## config.mk

```make
export PLATFORM = sky130hd
export DESIGN_NAME = regrom_dual_en
export DESIGN_NICKNAME = d
export VERILOG_FILES = /design/src/rtl/regrom_dual_en.sv
export SDC_FILE = /design/constraint.sdc
export NUM_CORES = 1
export LEC_CHECK = 0
export ABC_CLOCK_PERIOD_IN_PS = 1150
export BUFFER_PORTS_ARGS = -buffer_cell sky130_fd_sc_hd__clkbuf_2
export CORE_AREA = 2 2 39 41
export DETAILED_ROUTE_END_ITERATION = 16
export DIE_AREA = 0 0 41 43
export PLACE_DENSITY = 0.69
export RECOVER_POWER = 100
export SYNTH_ARGS = -nofsm -noshare
export SYNTH_HDL_FRONTEND = slang
export SYNTH_SLANG_ARGS = --single-unit
```

## constraint.sdc

```tcl
create_clock -name clk -period 1.15 [get_ports clk]
set_input_delay 0.23 -clock clk [delete_from_list [all_inputs] [get_ports clk]]
set_output_delay 0.23 -clock clk [all_outputs]
set_load 0.01 [all_outputs]
```

## src/rtl/regrom_dual_en.sv

```systemverilog
module regrom_dual_en #(
  parameter int          AW        = 10,
  parameter int          DW        = 8,
  parameter logic [DW-1:0] ROM_KEY   = 8'hA5,
  parameter logic [DW-1:0] INIT_WORD = 8'h00
) (
  input  logic          clk,
  input  logic          rst_n,
  input  logic [AW-1:0] addr,
  input  logic          sen_n,
  input  logic          aen_n,
  input  logic          init_n,
  output logic [DW-1:0] dout,
  output logic          drive
);

  function automatic logic [DW-1:0] rom_word(input logic [AW-1:0] a);
    logic [DW-1:0] w;
    w = ROM_KEY;
    for (int i = 0; i < AW; i++) w[i % DW] = w[i % DW] ^ a[i];
    return w;
  endfunction

  logic [DW-1:0] data_q;
  logic          sen_q;

  always_ff @(posedge clk or negedge init_n)
    if (!init_n) data_q <= INIT_WORD;
    else         data_q <= rom_word(addr);

  always_ff @(posedge clk or negedge rst_n)
    if (!rst_n) sen_q <= 1'b1;
    else        sen_q <= sen_n;

  assign drive = !sen_q && !aen_n;
  assign dout  = drive ? data_q : '0;

  a_r4_sync_disable: assert property (@(posedge clk) disable iff (!rst_n)
    sen_n |=> !drive);

  a_r5_sync_enable: assert property (@(posedge clk) disable iff (!rst_n)
    !sen_n |=> (drive == !aen_n));

  a_r7_init_loaded: assert property (@(posedge clk) disable iff (!rst_n)
    !init_n |-> data_q == INIT_WORD);

  a_r8_init_held_after_release: assert property (@(posedge clk) disable iff (!rst_n)
    $rose(init_n) |-> data_q == INIT_WORD);

  a_r1_reset_no_drive: assert property (@(posedge clk)
    !rst_n |=> !drive);

endmodule

```

==> results of run 1 <==
-- layout make-up --
class / instances / area [um2] / area share
Inverter: 3 / 11.3 / 0.0200
Timing Repair Buffer: 27 / 156 / 0.278
Sequential cell: 9 / 226 / 0.403
Tap cell: 16 / 20.0 / 0.0356
Clock buffer: 4 / 26.3 / 0.0468
Multi-Input combinational cell: 11 / 121 / 0.216
-- routing by layer --
layer,track usage,up-vias
met4,0.0400,0
met1,0.0853,128
met5,0,-
met2,0.153,12
li1,-,136
met3,0.0314,0
-- flip-flops by register name, summed over array words and instances (netlist names) --
register / cells
sen_q: 1
data_q: 8
-- what timing repair did --
| item | in CTS | in global routing |
|---|---|---|
| buffers inserted | 2 | 0 |
| gates resized for setup | 4 | 2 |
| hold endpoints to repair | 9 | 0 |
| endpoints found under the setup margin | 9 | 9 |
| pin swaps | 6 | 2 |
| hold buffers | 2 | 0 |
-- power breakdown --
part / internal [uW] / switching [uW] / total (uW)
clock: 132 / 88.4 / 221
sequential: 338 / 4.66 / 342
combinational: 54.0 / 43.7 / 97.7
total: 524 / 137 / 661
-- cell usage in the layout, fill, tap and decap left out, drive strengths merged --
master,instances
clkbuf,25
xor2,1
xnor2,1
inv,3
buf,4
dlygate4sd3,2
nor2,1
nor3b,8
dfrtp,8
dfstp,1
-- path summary, 6_finish.rpt --
check	end	slack [ns]	depth (start not counted)	start
max	dout[5]	-0.17	3	sen_q
min	sen_q	0.07	1	sen_n
max in group asynchronous	data_q[3]	0.43	2	init_n
min in group asynchronous	data_q[2]	0.44	2	init_n
-- metrics by stage --
stage                     TNS [ns]   util  worst slack [ns]  cell area (um2)  instances
after CTS                    -1.47  0.407            -0.168              563         70
after detailed placement         0  0.357            0.0649              494         62
after global routing         -1.95  0.406            -0.227              562         70
after floorplan                  0      -             0.209              382         25
after global placement           0  0.357            0.0761              494         62
final                        -1.44  0.406            -0.175              562         70
-- cell families (layout without fill, tap and decap cells) --
family	Yosys count	after routing	share of synthesized area
buffers and inverters	5	34	0.0885
DFF	9	9	0.593
and+or+nand+nor	9	9	0.272
xor gates and xnor gates	2	2	0.0459
==> metrics.md, run 1 <==
| Metric | Value |
|---|---|
| Status | `finished, violations left` |
| Failing checks | `negative setup slack` |
| IO Count | `24` |
| DIE WIDTH | `41 um` |
| Worst setup path category | `reg2out` |
| H-tree depth | `1` |
| CP Data Required Time | `0.92 ns` |
| Global-route usage over all layers | `0.0879` |
| Post-DP HPWL | `491 um` |
| Die ar. | `0.00176 mm2` |
| Final Max Slew Viols | `0` |
| Crit path max-delay family | `flip-flops` |
| DRC errors left | `0` |
| Commonest cells post-synth | `dfrtp_1 (8), nor3b_2 (8), inv_1 (3), buf_6 (2)` |
| Power density of the placed cells | `1180 mW/mm2` |
| Area Overhead vs Synth | `47.2%` |
| Initial antenna violation count | `0` |
| Synthesized net count | `40` |
| Area contributors post-synth | `dfrtp_1 (52%), nor3b_2 (26%), dfstp_2 (6.9%)` |
| Chip height | `43 um` |
| Highest routed layer | `met3` |
| Sequential-to-total area share from yosys stat | `0.593` |
| Initial cell density of the core | `0.276` |
| Grt total ovfl | `0` |
| First-pass GRT wire length | `1000 um` |
| DR pass1 iterations | `2` |
| Mapped Avg Cell Area | `15.3 um2` |
| Worst rel slew slack | `0.734` |
| Netlist cell types | `8` |
| Cell accounting for the most synthesized area | `dfrtp_1` |
| CTS root buffer | `clkbuf_4` |
| Mapped Area | `382 um2` |
| #FFs+latches synth | `9` |
| Tcrit/Tclk final | `1.15` |
| Worst path bufs/invs | `2` |
| Vias in the first global route | `251` |
| Number of flops mapped to enable cells by yosys | `0` |
| Layout cells sized above 1 | `0.667` |
| Worst-margin pin slew | `0.398 ns` |
| Crit-path slowest cell | `dfstp_2` |
| Met3 Wirelength | `65 um` |
| WL per Instance | `9.27 um` |
| Minimum clock period | `1.32 ns` |
| Metal2 WL | `378 um` |
| RSZ-0062 raised after global routing | `yes` |
| Synth Flop Type | `dfrtp_1` |
| Clock sinks | `9` |
| Area of the core | `0.00138 mm2` |
| Starting DRT DRC Count | `2` |
| Final Hold Fails | `0` |
| Hold Slack | `0.0718 ns` |
| Fmax | `755 MHz` |
| Via Count | `276` |
| Rows | `14` |
| Post-layout net count | `70` |
| Post-synth top area share | `0.525` |
| Setup slack after layout | `-0.175 ns` |
| Delay of the slowest critical-path stage | `0.54 ns` |
| Synth warn | `0` |
| Ant diodes | `0` |
| Worst min-delay path class | `in2reg` |
| Routed WL | `649 um` |
| Remaining antenna violation count | `0` |
| Worst Setup End Kind | `output port` |
| CTS tree | `yes` |
| Max IR drop VDD | `0.000407 V` |
| Final setup violation count | `9` |
| Power, Total | `661 uW` |
| CP cell instances | `buf_6 -> nor3b_2 -> buf_2` |
| Asr flop ratio synth | `1.00` |
| Pin count of the biggest net entering global routing | `10` |
| Syn Inst Count | `25` |
| RePlAce Congestion | `0.655` |
| # port buffers | `23` |
| Number of max-cap violations | `0` |
| CTS Buf Count | `3` |
| CP arrival | `1.09 ns` |
| Leakage power | `0.000285 uW` |
| Critical Path Fanout Max | `5` |
| Vias per cell | `3.94` |
| Startpoint Class | `register` |
| Clock transition at path regs | `0.05 ns` |
| FILL cells | `146` |
| CTS Buffer Depth | `2` |
| DRT met1 WL | `206 um` |
Power figures use the tool's default switching activity.
==> run 2, diff against run 1 <==
--- a/config.mk
+++ b/config.mk
@@ -12,6 +12,7 @@
 export DIE_AREA = 0 0 41 43
 export PLACE_DENSITY = 0.69
 export RECOVER_POWER = 100
+export REMOVE_ABC_BUFFERS = 1
 export SYNTH_ARGS = -nofsm -noshare
 export SYNTH_HDL_FRONTEND = slang
 export SYNTH_SLANG_ARGS = --single-unit
==> metrics.md, run 2 (synthesized netlist as in run 1, its figures left out) <==
| Metric | Value |
|---|---|
| Status | `finished, violations left` |
| Failing checks | `negative setup slack` |
| Final Max Slew Viols | `0 (unchanged)` |
| M3 GR Usage | `0.0314 (unchanged)` |
| Grt met2 use | `0.119 (-0.0344)` |
| Chip height | `43 um (unchanged)` |
| Power, Total | `676 uW (+2.3%)` |
| Tcrit/Tclk final | `1.16 (+0.00683)` |
| Crit-path slowest cell | `dfstp_2` |
| Leakage power | `0.000284 uW (-0.46%)` |
| # port buffers | `23 (unchanged)` |
| Final Util | `0.406 (unchanged)` |
| Starting DRT DRC Count | `0 (-2)` |
| Rows | `14 (unchanged)` |
| Hold path startpoint | `sen_n` |
| Reg power frac | `0.506 (-0.012)` |
| Layout cells sized above 1 | `0.667 (unchanged)` |
| Delay of the slowest critical-path stage | `0.54 ns (about the same)` |
| Commonest non-fill, non-tap cells in the layout | `clkbuf_2 (22), nor3b_2 (8), dfrtp_1 (8)` |
| Pin count of the biggest net entering global routing | `10 (unchanged)` |
| Critical Path Fanout Max | `5 (unchanged)` |
| Clock transition at path regs | `0.06 ns (about the same)` |
| CTS Buffer Depth | `2 (unchanged)` |
| CTS root buffer | `clkbuf_4` |
| Max reg flops | `8 (unchanged)` |
| Routed WL | `713 um (+9.9%)` |
| Startpoint Class | `register` |
| Worst path bufs/invs | `2 (unchanged)` |
| Worst min-delay path class | `in2reg` |
| H-tree depth | `1 (unchanged)` |
| CTS tree | `yes` |
| Initial antenna violation count | `0 (unchanged)` |
| RePlAce Congestion | `0.599 (-8.5%)` |
| Dpl cell area | `494 um2 (unchanged)` |
| Worst-margin pin slew | `0.429 ns (+0.0303 ns)` |
| Number of max-cap violations | `0 (unchanged)` |
| Vias in the first global route | `268 (+6.8%)` |
| Combinational Power Share | `0.145 (-0.003)` |
| Ant diodes | `0 (unchanged)` |
| Pint | `525 uW (+0.11%)` |
| Met1 GRT Util | `0.124 (+0.0388)` |
| Vias per cell | `4.10 (+4.0%)` |
| DR pass1 iterations | `1 (-1)` |
| Number of cells on the critical path | `3 (unchanged)` |
| Worst Setup End Kind | `output port` |
| Post-layout net count | `70 (unchanged)` |
| DRC errors left | `0 (unchanged)` |
| WL per Instance | `10.2 um (+9.9%)` |
| Initial cell density of the core | `0.276 (unchanged)` |
| Worst rel slew slack | `0.714 (-0.0202)` |
| Grt total ovfl | `0 (unchanged)` |
| Clock sinks | `9 (unchanged)` |
| Remaining antenna violation count | `0 (unchanged)` |
| Switching Fraction | `0.224 (+0.0167)` |
| Reg with most FFs | `data_q` |
| Crit path max-delay family | `flip-flops` |
| CP arrival | `1.10 ns (about the same)` |
| Post-DP HPWL | `553 um (+13%)` |
| Psw | `151 uW (+11%)` |
| CTS Buf Count | `3 (unchanged)` |
| Minimum clock period | `1.33 ns (+0.00786 ns)` |
| Max IR drop VDD | `0.000381 V (-6.4%)` |
| Via Count | `287 (+4.0%)` |
| Most common cell after layout, fill and taps aside | `clkbuf_2` |
| Area of the core | `0.00138 mm2 (unchanged)` |
| Die ar. | `0.00176 mm2 (unchanged)` |
| Non-filler cells in the finished layout | `70 (unchanged)` |
| Power density of the placed cells | `1200 mW/mm2 (+2.3%)` |
| Post-route cell area | `562 um2 (unchanged)` |
| Dpl cells | `62 (unchanged)` |
| Worst setup path category | `reg2out` |
| RSZ-0062 raised after global routing | `yes` |
| CP Data Required Time | `0.92 ns (about the same)` |
| Largest regs | `data_q (8), sen_q (1)` |
| Global-route usage over all layers | `0.0977 (+0.00973)` |
| Final setup violation count | `9 (unchanged)` |
| DIE WIDTH | `41 um (unchanged)` |
| First-pass GRT wire length | `1080 um (+7.6%)` |
| Fmax | `750 MHz (-0.59%)` |
| Clock Power Share | `0.349 (+0.015)` |
| CP cell instances | `buf_6 -> nor3b_2 -> clkbuf_2` |
| Hold Path Depth | `1 (unchanged)` |
| Setup slack after layout | `-0.183 ns (-0.00786 ns)` |
| Area Overhead vs Synth | `47.2% (unchanged)` |
| Setup crit start | `sen_q` |
| End of the critical path | `dout[7]` |
| Final Hold Fails | `0 (unchanged)` |
| Hold Slack | `0.0527 ns (-0.0191 ns)` |
| IO Count | `24 (unchanged)` |
| Gr busiest metal | `met1` |
run 2: how the worst min path moves through the flow:
stage                            to  slack (ns)
after floorplan           data_q[0]       -0.07
after global placement    data_q[6]        0.08
after detailed placement  data_q[6]        0.09
after CTS                     sen_q        0.05
after global routing          sen_q        0.05
final                         sen_q        0.05
run 2: final cells by class:
type | count | area (um2)
Multi-Input combinational cell | 11 | 121
Inverter | 3 | 11.3
Sequential cell | 9 | 226
Tap cell | 16 | 20.0
Timing Repair Buffer | 27 | 156
Fill cell | 127 | 822
Clock buffer | 4 | 26.3
run 2: power groups by stage:
stage | clock network [uW] | logic, uW | registers, uW
6_report | 236 | 98.1 | 342
4_1_cts | 249 | 101 | 342
3_5_place_dp | 0 | 81.2 | 354
3_3_place_gp | 0 | 80.9 | 352
5_1_grt | 263 | 110 | 344
2_1_floorplan | 0 | 31.4 | 351
run 2: per-stage QoR:
step	worst slack, ns	setup TNS [ns]
2_1_floorplan	0.189	0
3_3_place_gp	0.0575	0
3_5_place_dp	0.0460	0
4_1_cts	-0.191	-1.64
5_1_grt	-0.243	-2.05
6_report	-0.183	-1.56
run 2: per-layer routing:
layer / vias to the layer above / routed length, um
met5: - / 0
met4: 0 / 19
met3: 2 / 92
met2: 22 / 308
met1: 127 / 293
li1: 136 / -
run 2: repair_timing:
action	CTS	global route
gates resized for setup	4	0
pin swaps	5	0
endpoints found under the setup margin	9	9
setup buffers	2	0
hold buffers	2	0
endpoints found under the hold margin	9	0
